### config.mk
export PLATFORM = sky130hd
export DESIGN_NAME = slot_hotplug_ctrl
export DESIGN_NICKNAME = d
export VERILOG_FILES = /design/src/rtl/slot_hp_pkg.sv /design/src/rtl/slot_hp_lsb.sv /design/src/rtl/slot_hp_evt.sv /design/src/rtl/slot_hp_eject.sv /design/src/rtl/slot_hotplug_ctrl.sv
export SDC_FILE = /design/constraint.sdc
export NUM_CORES = 1
export LEC_CHECK = 0
export BUFFER_PORTS_ARGS = -buffer_cell sky130_fd_sc_hd__buf_4
export CORE_MARGIN = 2
export CORE_UTILIZATION = 60
export CTS_BUF_LIST = sky130_fd_sc_hd__clkbuf_8
export CTS_CLUSTER_DIAMETER = 120
export DETAILED_ROUTE_END_ITERATION = 16
export PLACE_DENSITY = 0.88
export SYNTH_ARGS = -nofsm -noshare
export SYNTH_HDL_FRONTEND = slang
export SYNTH_SLANG_ARGS = --single-unit
### constraint.sdc
create_clock -name clk_i -period 3.4 [get_ports clk_i]
set_clock_uncertainty 0.05 [all_clocks]
set_input_delay 0.51 -clock clk_i [delete_from_list [all_inputs] [get_ports clk_i]]
set_output_delay 0.51 -clock clk_i [all_outputs]
set_load 0.05 [all_outputs]
### src/rtl/slot_hp_pkg.sv
package slot_hp_pkg;
  typedef enum logic [1:0] {
    HP_EV_NONE   = 2'b00,
    HP_EV_COLD   = 2'b01,
    HP_EV_INSERT = 2'b10,
    HP_EV_REMOVE = 2'b11
  } hp_ev_e;

  localparam int unsigned OFS_INS = 0;
  localparam int unsigned OFS_REM = 4;
  localparam int unsigned OFS_EJ  = 8;
  localparam int unsigned OFS_RMV = 12;
  localparam int unsigned STS_W   = 8;
  localparam int unsigned STS_HP  = 1;
endpackage

### src/rtl/slot_hp_lsb.sv
module slot_hp_lsb #(
  parameter int unsigned N      = 32,
  parameter int unsigned SLOT_W = $clog2(N)
) (
  input  logic [N-1:0]      vec_i,
  output logic              found_o,
  output logic [SLOT_W-1:0] idx_o
);
  // scan from the top so the lowest set bit is the last one assigned
  always_comb begin
    idx_o = '0;
    for (int i = N - 1; i >= 0; i--) begin
      if (vec_i[i]) idx_o = SLOT_W'(i);
    end
  end

  assign found_o = |vec_i;
endmodule

### src/rtl/slot_hp_evt.sv
module slot_hp_evt
  import slot_hp_pkg::*;
#(
  parameter int unsigned NSLOT  = 32,
  parameter int unsigned SLOT_W = $clog2(NSLOT)
) (
  input  logic              clk_i,
  input  logic              rst_ni,
  input  hp_ev_e            ev_i,
  input  logic [SLOT_W-1:0] idx_i,
  input  logic              wr_ins_i,
  input  logic              wr_rem_i,
  input  logic [NSLOT-1:0]  wdata_i,
  input  logic [STS_W-1:0]  sts_clr_i,
  output logic [NSLOT-1:0]  ins_o,
  output logic [NSLOT-1:0]  rem_o,
  output logic [STS_W-1:0]  sts_o
);
  logic             hot_ev;
  logic [NSLOT-1:0] slot_bit;
  logic             sts_hp_q;

  assign hot_ev   = (ev_i == HP_EV_INSERT) || (ev_i == HP_EV_REMOVE);
  assign slot_bit = NSLOT'(1) << idx_i;

  // event takes precedence over a same-cycle software write
  always_ff @(posedge clk_i or negedge rst_ni) begin
    if (!rst_ni) begin
      ins_o <= '0;
      rem_o <= '0;
    end else if (hot_ev) begin
      ins_o <= (ev_i == HP_EV_INSERT) ? slot_bit : '0;
      rem_o <= (ev_i == HP_EV_REMOVE) ? slot_bit : '0;
    end else begin
      if (wr_ins_i) ins_o <= wdata_i;
      if (wr_rem_i) rem_o <= wdata_i;
    end
  end

  always_ff @(posedge clk_i or negedge rst_ni) begin
    if (!rst_ni)              sts_hp_q <= 1'b0;
    else if (hot_ev)          sts_hp_q <= 1'b1;
    else if (sts_clr_i[STS_HP]) sts_hp_q <= 1'b0;
  end

  always_comb begin
    sts_o         = '0;
    sts_o[STS_HP] = sts_hp_q;
  end
endmodule

### src/rtl/slot_hp_eject.sv
module slot_hp_eject #(
  parameter int unsigned NSLOT  = 32,
  parameter int unsigned SLOT_W = $clog2(NSLOT)
) (
  input  logic              clk_i,
  input  logic              rst_ni,
  input  logic              req_i,
  input  logic [NSLOT-1:0]  sel_i,
  input  logic [NSLOT-1:0]  rmv_i,
  output logic              vld_o,
  output logic [SLOT_W-1:0] slot_o
);
  logic              found;
  logic [SLOT_W-1:0] idx;

  slot_hp_lsb #(.N(NSLOT), .SLOT_W(SLOT_W)) u_lsb (
    .vec_i  (sel_i),
    .found_o(found),
    .idx_o  (idx)
  );

  always_ff @(posedge clk_i or negedge rst_ni) begin
    if (!rst_ni) begin
      vld_o  <= 1'b0;
      slot_o <= '0;
    end else begin
      vld_o <= req_i && found && rmv_i[idx];
      if (req_i) slot_o <= idx;
    end
  end
endmodule

### src/rtl/slot_hotplug_ctrl.sv
module slot_hotplug_ctrl
  import slot_hp_pkg::*;
#(
  parameter int unsigned NSLOT  = 32,
  parameter int unsigned DATA_W = 32,
  parameter int unsigned ADDR_W = 4,
  parameter int unsigned SLOT_W = $clog2(NSLOT)
) (
  input  logic              clk_i,
  input  logic              rst_ni,
  input  logic              reg_wr_i,
  input  logic [ADDR_W-1:0] reg_addr_i,
  input  logic [DATA_W-1:0] reg_wdata_i,
  output logic [DATA_W-1:0] reg_rdata_o,
  input  logic [1:0]        slot_ev_i,
  input  logic [SLOT_W-1:0] slot_idx_i,
  input  logic [NSLOT-1:0]  hp_cap_i,
  input  logic [STS_W-1:0]  sts_clr_i,
  output logic [STS_W-1:0]  evt_sts_o,
  output logic              ej_vld_o,
  output logic [SLOT_W-1:0] ej_slot_o
);
  localparam logic [ADDR_W-1:0] A_INS = ADDR_W'(OFS_INS);
  localparam logic [ADDR_W-1:0] A_REM = ADDR_W'(OFS_REM);
  localparam logic [ADDR_W-1:0] A_EJ  = ADDR_W'(OFS_EJ);
  localparam logic [ADDR_W-1:0] A_RMV = ADDR_W'(OFS_RMV);

  logic [NSLOT-1:0] ins_mask, rem_mask, rmv_q;
  logic             load_q;
  logic             wr_ins, wr_rem, wr_ej;

  assign wr_ins = reg_wr_i && (reg_addr_i == A_INS);
  assign wr_rem = reg_wr_i && (reg_addr_i == A_REM);
  assign wr_ej  = reg_wr_i && (reg_addr_i == A_EJ);

  slot_hp_evt #(.NSLOT(NSLOT), .SLOT_W(SLOT_W)) u_evt (
    .clk_i    (clk_i),
    .rst_ni   (rst_ni),
    .ev_i     (hp_ev_e'(slot_ev_i)),
    .idx_i    (slot_idx_i),
    .wr_ins_i (wr_ins),
    .wr_rem_i (wr_rem),
    .wdata_i  (reg_wdata_i[NSLOT-1:0]),
    .sts_clr_i(sts_clr_i),
    .ins_o    (ins_mask),
    .rem_o    (rem_mask),
    .sts_o    (evt_sts_o)
  );

  slot_hp_eject #(.NSLOT(NSLOT), .SLOT_W(SLOT_W)) u_ej (
    .clk_i (clk_i),
    .rst_ni(rst_ni),
    .req_i (wr_ej),
    .sel_i (reg_wdata_i[NSLOT-1:0]),
    .rmv_i (rmv_q),
    .vld_o (ej_vld_o),
    .slot_o(ej_slot_o)
  );

  // removable mask: all ones in reset, narrowed by capability on first edge
  always_ff @(posedge clk_i or negedge rst_ni) begin
    if (!rst_ni) begin
      rmv_q  <= '1;
      load_q <= 1'b1;
    end else if (load_q) begin
      rmv_q  <= hp_cap_i;
      load_q <= 1'b0;
    end
  end

  always_comb begin
    unique case (reg_addr_i)
      A_INS:   reg_rdata_o = DATA_W'(ins_mask);
      A_REM:   reg_rdata_o = DATA_W'(rem_mask);
      A_RMV:   reg_rdata_o = DATA_W'(rmv_q);
      default: reg_rdata_o = '0;
    endcase
  end
endmodule

==> results_dict.tcl <==
set metrics [dict create \
    synth_most_common_cell "nand2_1" \
    synth_area_um2 5700 \
    start_kind "primary input" \
    setup_tns_ns 0 \
    drv_cap 0 \
    drcViolationCount 0 \
    grt_use_total 0.328 \
    wl_mm 16.3 \
    cp.arrival_ns 2.64 \
    tightestPinTransition_ns 1.40 \
    multiInputGateArea_um2 2760 \
    die_height_um 101 \
    ys_seq_area_frac 0.464 \
    cts_hold_buf 0 \
    start_util 0.617 \
    ios 132 \
    seq_power_share 0.529 \
    clkSinkCount 104 \
    fin_crit_sh 0.942 \
    hold_violations 0 \
    slew_headroom 0.0690 \
    synth_edf_count 0 \
    vdd_ir_drop_max_uv 255 \
    post-route-min-period_ns 3.20 \
    worst_setup_path_end_kind "output port" \
    htreeDepth 3 \
    cts_resized 0 \
    drtAntennaViolNets 0 \
    synth.area.top_cells "dfrtp_1, dfstp_2, mux2_2" \
    critPathLaunch "reg_addr_i[1]" \
    dieArea_um2 10300 \
    p_per_area_nw_per_um2 403 \
    fill_cells 687 \
    synthArstFlopShare 1.00 \
    die_x_um 101 \
    grt_pass1_vias 5322 \
    synth.top_cell.area_share 0.312 \
    ys_top_cells_by_count "nand2_1, a21oi_1, dfrtp_1, o21ai_0, inv_1" \
    hold_path.class "primary input to async pin" \
    post_cts_buffers 0 \
    dp_hpwl_mm 11.3 \
    hold_ws_ns 0.259 \
    synth_seq_cells 104 \
    core_area_um2 9240 \
    setup_viol 0 \
    diodes 0 \
    p_switching_uw 866 \
    fin_cells 858 \
    drive_gt1_frac 0.302 \
    synthesis.instances 626 \
    clock_latency_ns 0.37 \
    clock_path_buffers 2 \
    p_sw_frac 0.314 \
    timing.rr.start "rmv_q[20]$_DFFE_PN1P_" \
    max_freq_mhz 312 \
    synth_flop_cell "dfrtp_1" \
    outcome "finished, final reports clean" \
    cts_tree "done" \
    area_delta_synth_final_pct 20.0 \
    p_clk_frac 0.264 \
    post_drt_via_cell_ratio 6.34 \
    drv_slew 0 \
    grt_pass1_wl_mm 26.2 \
    synth_top_area_cell "dfrtp_1" \
    grt_overflow 0 \
    grt_antenna_before_repair 0 \
    critical_path_peak_fanout 32 \
    crit_type "primary input to output port" \
    power.internal_mw 1.89 \
    grt_max_degree 84 \
    clockRootBuffer "clkbuf_8" \
    wl_per_cell_um 19.0 \
    io_buffers 117 \
    power_frac_comb 0.207 \
    grt_setup_unrepaired "no" \
    seq_area_um2 2640 \
    clkTransAtPathRegs_ns 0.10 \
    critPathRequiredTime_ns 2.84 \
    first_pass_iters 6 \
    synth.distinct_cells 47 \
    power.leakage_nw 3.20 \
    yosys_warnings 0 \
    drt-initial-drc-count 629 \
    synth.avg_cell_area_um2 9.11 \
    cts_buffers 9 \
    placementRows 35 \
    vias 5441 \
    place_congestion 0.939 \
    final_nets 810 \
    dp_cells 842 \
]
-- critical path: stages --
cell      delay, ns
buf_4          0.12
nor2_1         0.16
and3_1         1.13
a222oi_1       0.39
inv_1          0.12
buf_4          0.20
-- area by class of cell --
class	instances	area share
clock inverters	6	0.00622
well taps	129	0.0236
clock buffers	10	0.0201
flip-flops and latches	104	0.386
inverters	39	0.0214
multi-input cells	443	0.403
repair buffers	127	0.139
-- flip-flops by register name, indices dropped and copies added, names as in the netlist --
register,cells
u_evt.rem_o,32
rmv_q,32
u_ej.slot_o,5
load_q,1
u_evt.ins_o,32
u_evt.sts_hp_q,1
u_ej.vld_o,1
-- power by group through the flow --
stage	Sequential, mW	Clock (mW)	Combinational (mW)
global placement	1.47	0	0.546
detailed placement	1.48	0	0.564
finish	1.46	0.727	0.572
CTS	1.46	0.732	0.567
global route	1.47	0.779	0.618
floorplan	1.46	0	0.341
-- layout by cell type (no fill, tap or decap), types with 2 or more instances in the layout --
cell type and n:
buf_4 127, nand2_1 84, o21ai_0 71, a21oi_1 71
dfrtp_1 71, inv_1 41, mux2_2 35, nor2_1 33
dfstp_2 33, a222oi_1 32, nor2b_1 29, nor3_1 11
mux2i_1 10, clkbuf_8 10, nor4_1 8, nand2b_1 8
conb_1 8, o31ai_1 4, a221o_1 3, nand3_1 3
inv_6 3, and3_1 2, a31oi_1 2, or3_1 2
o211ai_1 2, mux4_2 2, a211oi_1 2, a21oi_4 2
-- path summary, 6_finish.rpt --
path,end,slack (ns),cells after the start
worst max-delay path,reg_rdata_o[17],0.20,6
worst min-delay path,u_evt.ins_o[13]$_DFFE_PN0P_,0.26,1
worst max register to register,u_ej.vld_o$_DFF_PN0_,1.66,5
worst min register to register,u_evt.ins_o[25]$_DFFE_PN0P_,0.44,2
max in group asynchronous,rmv_q[26]$_DFFE_PN1P_,2.18,2
min in group clk_i,rmv_q[16]$_DFFE_PN1P_,0.31,2
-- through the flow --
stage                     total power, mW   util  instance area, um2  setup WS [ns]
final                                2.76  0.740                6840          0.198
after global routing                 2.87  0.740                6840          0.107
after CTS                            2.75  0.740                6840          0.312
after detailed placement             2.04  0.721                6660          0.312
after global placement               2.02  0.721                6660          0.374
after floorplan                      1.80      -                5730          0.804
-- logic make-up after synthesis --
logic type             synth area share
other                          0.000658
AOI/OAI and AO/OA                 0.220
and+or+nand+nor                   0.153
DFF                               0.464
buffers and inverters            0.0634
muxes                            0.0992
-- routing by layer --
layer	part of all wire	up-vias	track usage
met5	0	-	0
met4	0.038	0	0.137
met3	0.099	63	0.0511
met2	0.48	363	0.543
met1	0.38	2590	0.432
li1	-	2425	-
Note: power is estimated with default switching activity, not from simulation.
